===== src/rtl/csup_pkg.sv =====
`timescale 1ns/1ps
// Shared definitions for the codec standby supervisor.
// Assumes channel index 0 is transmit and index 1 is receive.
package csup_pkg;
    localparam int CH_TX  = 0;
    localparam int CH_RX  = 1;
    localparam int CH_NUM = 2;

    // Bit 1 = transmit standby, bit 0 = receive standby.
    typedef enum logic [1:0] {
        MODE_ACTIVE  = 2'd0,
        MODE_TX_ONLY = 2'd1,
        MODE_RX_ONLY = 2'd2,
        MODE_IDLE    = 2'd3
    } csup_mode_e;
endpackage


===== src/rtl/csup_sync.sv =====
`timescale 1ns/1ps
// Two-stage synchronizer for a vector of independent asynchronous inputs.
// Assumes each bit is a level that is stable for at least two reference cycles.
module csup_sync #(
    parameter int          W       = 4,
    parameter logic [W-1:0] RST_VAL = '0
) (
    input  logic         clk,
    input  logic         rst_n,
    input  logic [W-1:0] d,
    output logic [W-1:0] q
);
    logic [W-1:0] meta;

    // Move the inputs into the reference domain through two flops.
    always_ff @(posedge clk) begin
        if (!rst_n) begin
            meta <= RST_VAL;
            q    <= RST_VAL;
        end else begin
            meta <= d;
            q    <= meta;
        end
    end
endmodule


===== src/rtl/csup_timer.sv =====
`timescale 1ns/1ps
// Saturating elapsed-cycle timer: counts reference cycles since the last restart.
// done is 1 once LIMIT cycles have passed without a restart.
// Assumes LIMIT >= 1.
module csup_timer #(
    parameter int LIMIT = 16
) (
    input  logic clk,
    input  logic rst_n,
    input  logic restart,
    output logic done
);
    localparam int CW = $clog2(LIMIT + 1);
    localparam logic [CW-1:0] LIM = CW'(LIMIT);

    logic [CW-1:0] cnt;

    // Count up to LIMIT and hold, back to zero on restart.
    always_ff @(posedge clk) begin
        if (!rst_n)          cnt <= '0;
        else if (restart)    cnt <= '0;
        else if (cnt != LIM) cnt <= cnt + 1'b1;
    end

    assign done = (cnt == LIM);
endmodule


===== src/rtl/csup_chan.sv =====
`timescale 1ns/1ps
// Per-channel standby tracker: the channel idles after its synchronized
// frame sync has been low for STBY_CYC cycles, and wakes on the next rising edge.
// Assumes fs_s is already synchronized to clk.
module csup_chan #(
    parameter int STBY_CYC = 64
) (
    input  logic clk,
    input  logic rst_n,
    input  logic fs_s,
    output logic standby
);
    logic fs_d;
    logic fs_rise;
    logic expired;

    // Remember the previous sync level for edge detection.
    always_ff @(posedge clk) begin
        if (!rst_n) fs_d <= 1'b0;
        else        fs_d <= fs_s;
    end

    assign fs_rise = fs_s & ~fs_d;

    csup_timer #(.LIMIT(STBY_CYC)) u_absence (
        .clk     (clk),
        .rst_n   (rst_n),
        .restart (fs_s),
        .done    (expired)
    );

    // A sync edge wakes the channel; a full absence window sends it to standby.
    always_ff @(posedge clk) begin
        if (!rst_n)       standby <= 1'b0;
        else if (fs_rise) standby <= 1'b0;
        else if (expired) standby <= 1'b1;
    end
endmodule


===== src/rtl/codec_standby_sup.sv =====
`timescale 1ns/1ps
// Codec standby supervisor: sets per-channel standby from frame-sync absence,
// handles asynchronous power-down, blanks the transmit pins after power-up
// and releases them when the transmit master clock stops.
// Assumes clk_ref runs freely and several times faster than mclk_tx.
module codec_standby_sup
    import csup_pkg::*;
#(
    parameter int STBY_CYC     = 15_000_000,
    parameter int BLANK_CYC    = 25_000,
    parameter int CLK_LOSS_CYC = 1_000
) (
    input  logic       clk_ref,
    input  logic       rst_n,
    input  logic       pdn_n,
    input  logic       fs_tx,
    input  logic       fs_rx,
    input  logic       mclk_tx,
    output logic       tx_standby,
    output logic       rx_standby,
    output logic [1:0] chan_mode,
    output logic       pwr_down,
    output logic       mclk_lost,
    output logic       tx_oe,
    output logic       sig_oe,
    output logic       sig_force_low
);
    localparam int SYNC_W = CH_NUM + 2;

    logic [SYNC_W-1:0] raw_in;
    logic [SYNC_W-1:0] sync_in;
    logic [CH_NUM-1:0] fs_s;
    logic [CH_NUM-1:0] stby;
    logic              pdn_s;
    logic              mclk_s;
    logic              mclk_d;
    logic              pwr_down_q;
    logic              blank_done;
    csup_mode_e        mode;

    assign raw_in = {pdn_n, mclk_tx, fs_rx, fs_tx};

    csup_sync #(.W(SYNC_W), .RST_VAL({1'b1, {(SYNC_W-1){1'b0}}})) u_sync (
        .clk   (clk_ref),
        .rst_n (rst_n),
        .d     (raw_in),
        .q     (sync_in)
    );

    assign fs_s   = sync_in[CH_NUM-1:0];
    assign mclk_s = sync_in[CH_NUM];
    assign pdn_s  = sync_in[CH_NUM+1];

    for (genvar ch = 0; ch < CH_NUM; ch++) begin : g_chan
        csup_chan #(.STBY_CYC(STBY_CYC)) u_chan (
            .clk     (clk_ref),
            .rst_n   (rst_n),
            .fs_s    (fs_s[ch]),
            .standby (stby[ch])
        );
    end

    // Register the power-down request once it has crossed into this domain.
    always_ff @(posedge clk_ref) begin
        if (!rst_n) pwr_down_q <= 1'b0;
        else        pwr_down_q <= ~pdn_s;
    end

    // Keep the previous master-clock sample for edge detection.
    always_ff @(posedge clk_ref) begin
        if (!rst_n) mclk_d <= 1'b0;
        else        mclk_d <= mclk_s;
    end

    csup_timer #(.LIMIT(CLK_LOSS_CYC)) u_clk_watch (
        .clk     (clk_ref),
        .rst_n   (rst_n),
        .restart (mclk_s ^ mclk_d),
        .done    (mclk_lost)
    );

    csup_timer #(.LIMIT(BLANK_CYC)) u_blank (
        .clk     (clk_ref),
        .rst_n   (rst_n),
        .restart (pwr_down_q),
        .done    (blank_done)
    );

    // Combine the channel flags into the state code.
    always_comb begin
        mode = csup_mode_e'({stby[CH_TX], stby[CH_RX]});
    end

    assign tx_standby    = stby[CH_TX];
    assign rx_standby    = stby[CH_RX];
    assign chan_mode     = mode;
    assign pwr_down      = pwr_down_q;
    assign tx_oe         = ~pwr_down_q & ~stby[CH_TX] & blank_done & ~mclk_lost;
    assign sig_force_low = pwr_down_q | (mode == MODE_IDLE);
    assign sig_oe        = pwr_down_q | (mode != MODE_RX_ONLY);
endmodule


===== config.mk =====
export PLATFORM = sky130hd
export DESIGN_NAME = codec_standby_sup
export DESIGN_NICKNAME = d
export VERILOG_FILES = /design/src/rtl/csup_pkg.sv /design/src/rtl/csup_sync.sv /design/src/rtl/csup_timer.sv /design/src/rtl/csup_chan.sv /design/src/rtl/codec_standby_sup.sv
export SDC_FILE = /design/constraint.sdc
export NUM_CORES = 1
export LEC_CHECK = 0
export BUFFER_PORTS_ARGS = -buffer_cell sky130_fd_sc_hd__buf_2
export CORE_MARGIN = 5
export CORE_UTILIZATION = 29
export CTS_BUF_LIST = sky130_fd_sc_hd__clkbuf_4
export DETAILED_ROUTE_END_ITERATION = 10
export GPL_TIMING_DRIVEN = 0
export PLACE_DENSITY = 0.4
export SETUP_SLACK_MARGIN = 0.02
export SYNTH_ARGS = -nofsm -noshare
export SYNTH_HDL_FRONTEND = slang
export SYNTH_SLANG_ARGS = --single-unit

===== constraint.sdc =====
create_clock -name clk_ref -period 4.57 [get_ports clk_ref]
set_input_delay 0.2285 -clock clk_ref [delete_from_list [all_inputs] [get_ports clk_ref]]
set_output_delay 0.2285 -clock clk_ref [all_outputs]
set_load 0.01 [all_outputs]

==> results.sh <==
export IMPL_status="finished, final reports clean"
export IMPL_synth_cell_type_count=40
export IMPL_antenna_cells=0
export IMPL_met3_usage=0.03069
export IMPL_r2r_cells=5
export IMPL_r2r_end="g_chan[1].u_chan.u_absence.cnt[22]"
export IMPL_htreeDepth=3
export IMPL_cts_path_max_buffers=2
export IMPL_die_width_um=126.9
export IMPL_via_per_inst=4.774
export IMPL_antenna_found_initial=0
export IMPL_cp_arrival_ps=2520
export IMPL_reg2reg_slack_ps=2540
export IMPL_ys_top_cells_by_count="dfxtp_1, nor2_1, nand3_1, xor2_1, a21oi_1"
export IMPL_synth_area_leaders="dfxtp_1, xor2_1, nor2_1, nand3_1, a21oi_1"
export IMPL_multiInputGateArea_mm2=0.002076
export IMPL_drt_first_pass_iters=4
export IMPL_crit_fanout=5
export IMPL_yosysTopAreaCell="dfxtp_1"
export IMPL_grtUsageMet2=0.1815
export IMPL_critical_path_required_ps=4340
export IMPL_p_per_area_mw_per_mm2=291.6
export IMPL_post_cts_buffers=0
export IMPL_use_met1=0.1474
export IMPL_slew_headroom=0.6144
export IMPL_synth_top_cell_area_share=0.4398
export IMPL_slew_violations=0
export IMPL_crit_chain="inv_1 > ha_1 > or4bb_1 > or4_1 > buf_2 > nor4_1 > buf_2"
export IMPL_fin_nets=498
export IMPL_grt_busiest_layer="met2"
export IMPL_grt_overflow=0
export IMPL_die_height_um=126.9
export IMPL_rsz0062_at_grt="no"
export IMPL_p_leak_uw=0.001550
export IMPL_start_util=0.2979
export IMPL_worst_slack_ps=1824
export IMPL_end_kind="primary output"
export IMPL_regArea_mm2=0.001742
export IMPL_ys_seq_elements=87
export IMPL_finalPower_uw=1291
export IMPL_drt_iter0_markers=194
export IMPL_synthToLayoutAreaGrowth_pct=11.79
export IMPL_fp_dieArea_mm2=0.01609
export IMPL_async_reset_ff_frac=0
export IMPL_period_minus_slack_ps=2746
export IMPL_ir_worst_vdd_mv=0.1174
export IMPL_hold_viol=0
export IMPL_synth_edf_count=0
export IMPL_critical_path_top_delay_family="simple AND/OR/NAND/NOR gates"
export IMPL_r2r_start="g_chan[1].u_chan.u_absence.cnt[2]"
export IMPL_drive_gt1_frac=0.07771
export IMPL_fmax_mhz=364.2
export IMPL_grt_pass1_wl_um=14890
export IMPL_core_mm2=0.01330
export IMPL_cts_sinks=87
export IMPL_yosysMostFrequentCell="dfxtp_1"
export IMPL_io_pins=15
export IMPL_tns_ps=0
export IMPL_crit_start="u_blank.cnt[0]"
export IMPL_dp_hpwl_um=6109
export IMPL_wl_per_cell_um=12.93
export IMPL_antenna_left=0
export IMPL_yosysWarningCount=0
export IMPL_post_route_drc_count=0
export IMPL_worstSkewPairLatency_ps=450
export IMPL_place_ws_ps=2323
export IMPL_synth_area_mm2=0.003960
export IMPL_rows=42
export IMPL_via_count=3175
export IMPL_worst_path_stages=7
export IMPL_hp_start="rst_n"
export IMPL_cts_clk_slew_worst_paths_ps=140
export IMPL_wl_um=8597
export IMPL_min_path_type="in2reg"
export IMPL_seq_area_frac_synth=0.4398
export IMPL_grt_start_max_net_pins=14
export IMPL_cts_tree="done"
export IMPL_worstMarginPinSlew_ps=570.3
export IMPL_min_period_over_period=0.6008
export IMPL_synth_net_count=469
export IMPL_start_kind="register"
export IMPL_track_usage=0.1147
export IMPL_maxCapViolCount=0
export IMPL_cp_slowest_cell="or4_1"
export IMPL_syn_inst=455
export IMPL_finClkSkew_ps=15.61
export IMPL_synth_ff_type="dfxtp_1"
export IMPL_io_buffers=14
export IMPL_synth_area_per_cell_um2=8.703
export IMPL_fillers=1389
export IMPL_numCtsBuffers=9
export IMPL_cp_endpoint="tx_oe"
export IMPL_crit_path_frequent_cell="buf_2"
export IMPL_cp_buffers_inverters=3
export IMPL_setup_viol=0
export IMPL_cts_resized=0
export IMPL_grt_pass1_vias=3024
export IMPL_critical_path_class="reg2out"
export IMPL_cts_root_buffer="clkbuf_4"
export IMPL_critPathMaxStageDelay_ps=520
export IMPL_place_gp_congestion=0.7307
-- registers in the layout (all words and copies together) (netlist names) --
register	flops
g_chan.u_chan.u_absence.cnt	48
u_clk_watch.cnt	10
u_sync.q	4
u_blank.cnt	15
pwr_down	1
u_sync.meta	4
g_chan.u_chan.standby	2
g_chan.u_chan.fs_d	2
mclk_d	1
-- layout make-up --
type / count / share of cell area
Multi-Input combinational cell: 333 / 0.4689
Sequential cell: 87 / 0.3934
Tap cell: 176 / 0.04975
Timing Repair Buffer: 18 / 0.02487
Clock buffer: 12 / 0.02035
Buffer: 18 / 0.01781
Inverter: 17 / 0.01441
Clock inverter: 4 / 0.01046
-- worst min-delay path by stage --
stage / cells after the start / slack, ps / to
6_report: 3 / 220 / u_sync.q[3]
5_1_grt: 3 / 200 / u_sync.q[3]
4_1_cts: 3 / 170 / u_sync.q[3]
3_5_place_dp: 1 / 380 / pwr_down
3_3_place_gp: 1 / 380 / pwr_down
2_1_floorplan: 1 / 330 / u_sync.meta[3]
-- through the flow --
step,instance area (um^2),utilization,hold WS (ps),cells
6_report,4427,0.3330,221.5,665
2_1_floorplan,3960,-,330.0,455
3_3_place_gp,4250,0.3197,377.7,645
3_5_place_dp,4250,0.3197,383.3,645
4_1_cts,4427,0.3330,167.1,665
5_1_grt,4427,0.3330,202.3,665
-- power by group --
part / switching, uW / internal (uW)
combinational: 36.4 / 24.3
sequential: 11.7 / 771
clock: 264 / 183
total: 312 / 979
-- tightest hold or removal path, stage by stage --
cell      delay (ps)
buf_2            110
clkbuf_1         200
nand2b_1         110
-- cell usage in the layout (no fill, tap or decap), drive strengths merged, types with 2 or more instances in the layout --
cell         synthesis  final
dfxtp               87     87
clkbuf              13     25
nand3               31     31
nor4b                5      5
o31ai                8      8
or3b                 2      2
nor2                45     45
nor3                 3      3
and2                19     19
and4                14     14
nor2b                3      3
o21ai               19     19
or4                 10     10
nor4                 4      4
buf                  5     19
ha                   8      8
and3                 8      8
xor2                31     31
a21oi               30     30
dlygate4sd3          0      4
nor4bb               2      2
clkinv               0      2
or4bb                2      2
nand4               20     20
nand2               26     26
or3                 15     15
nand2b               7      7
mux2i                2      2
inv                 17     17
xnor2                9      9
-- layer usage --
layer | part of all wire | wire [um]
met3 | 0.028 | 242
met5 | 0 | 0
met2 | 0.43 | 3736
met4 | 0.020 | 171
met1 | 0.52 | 4447
-- kinds of logic (layout without fill, tap and decap cells) --
| family | count (synthesis) | count (layout) | synth area share |
|---|---|---|---|
| AOI/OAI and AO/OA | 64 | 64 | 0.09226 |
| DFF | 87 | 87 | 0.4398 |
| xor gates and xnor gates | 40 | 40 | 0.08847 |
| buffers and inverters | 35 | 69 | 0.03602 |
| and+or+nand+nor | 219 | 219 | 0.3131 |
| adders and majority gates | 8 | 8 | 0.02528 |
| muxes | 2 | 2 | 0.005055 |
-- what timing repair did --
item / in CTS / in global routing
setup endpoints to repair: 0 / 0
hold buffers: 4 / 0
hold endpoints to repair: 4 / 0
No activity file was read; power rests on OpenSTA's default activity.
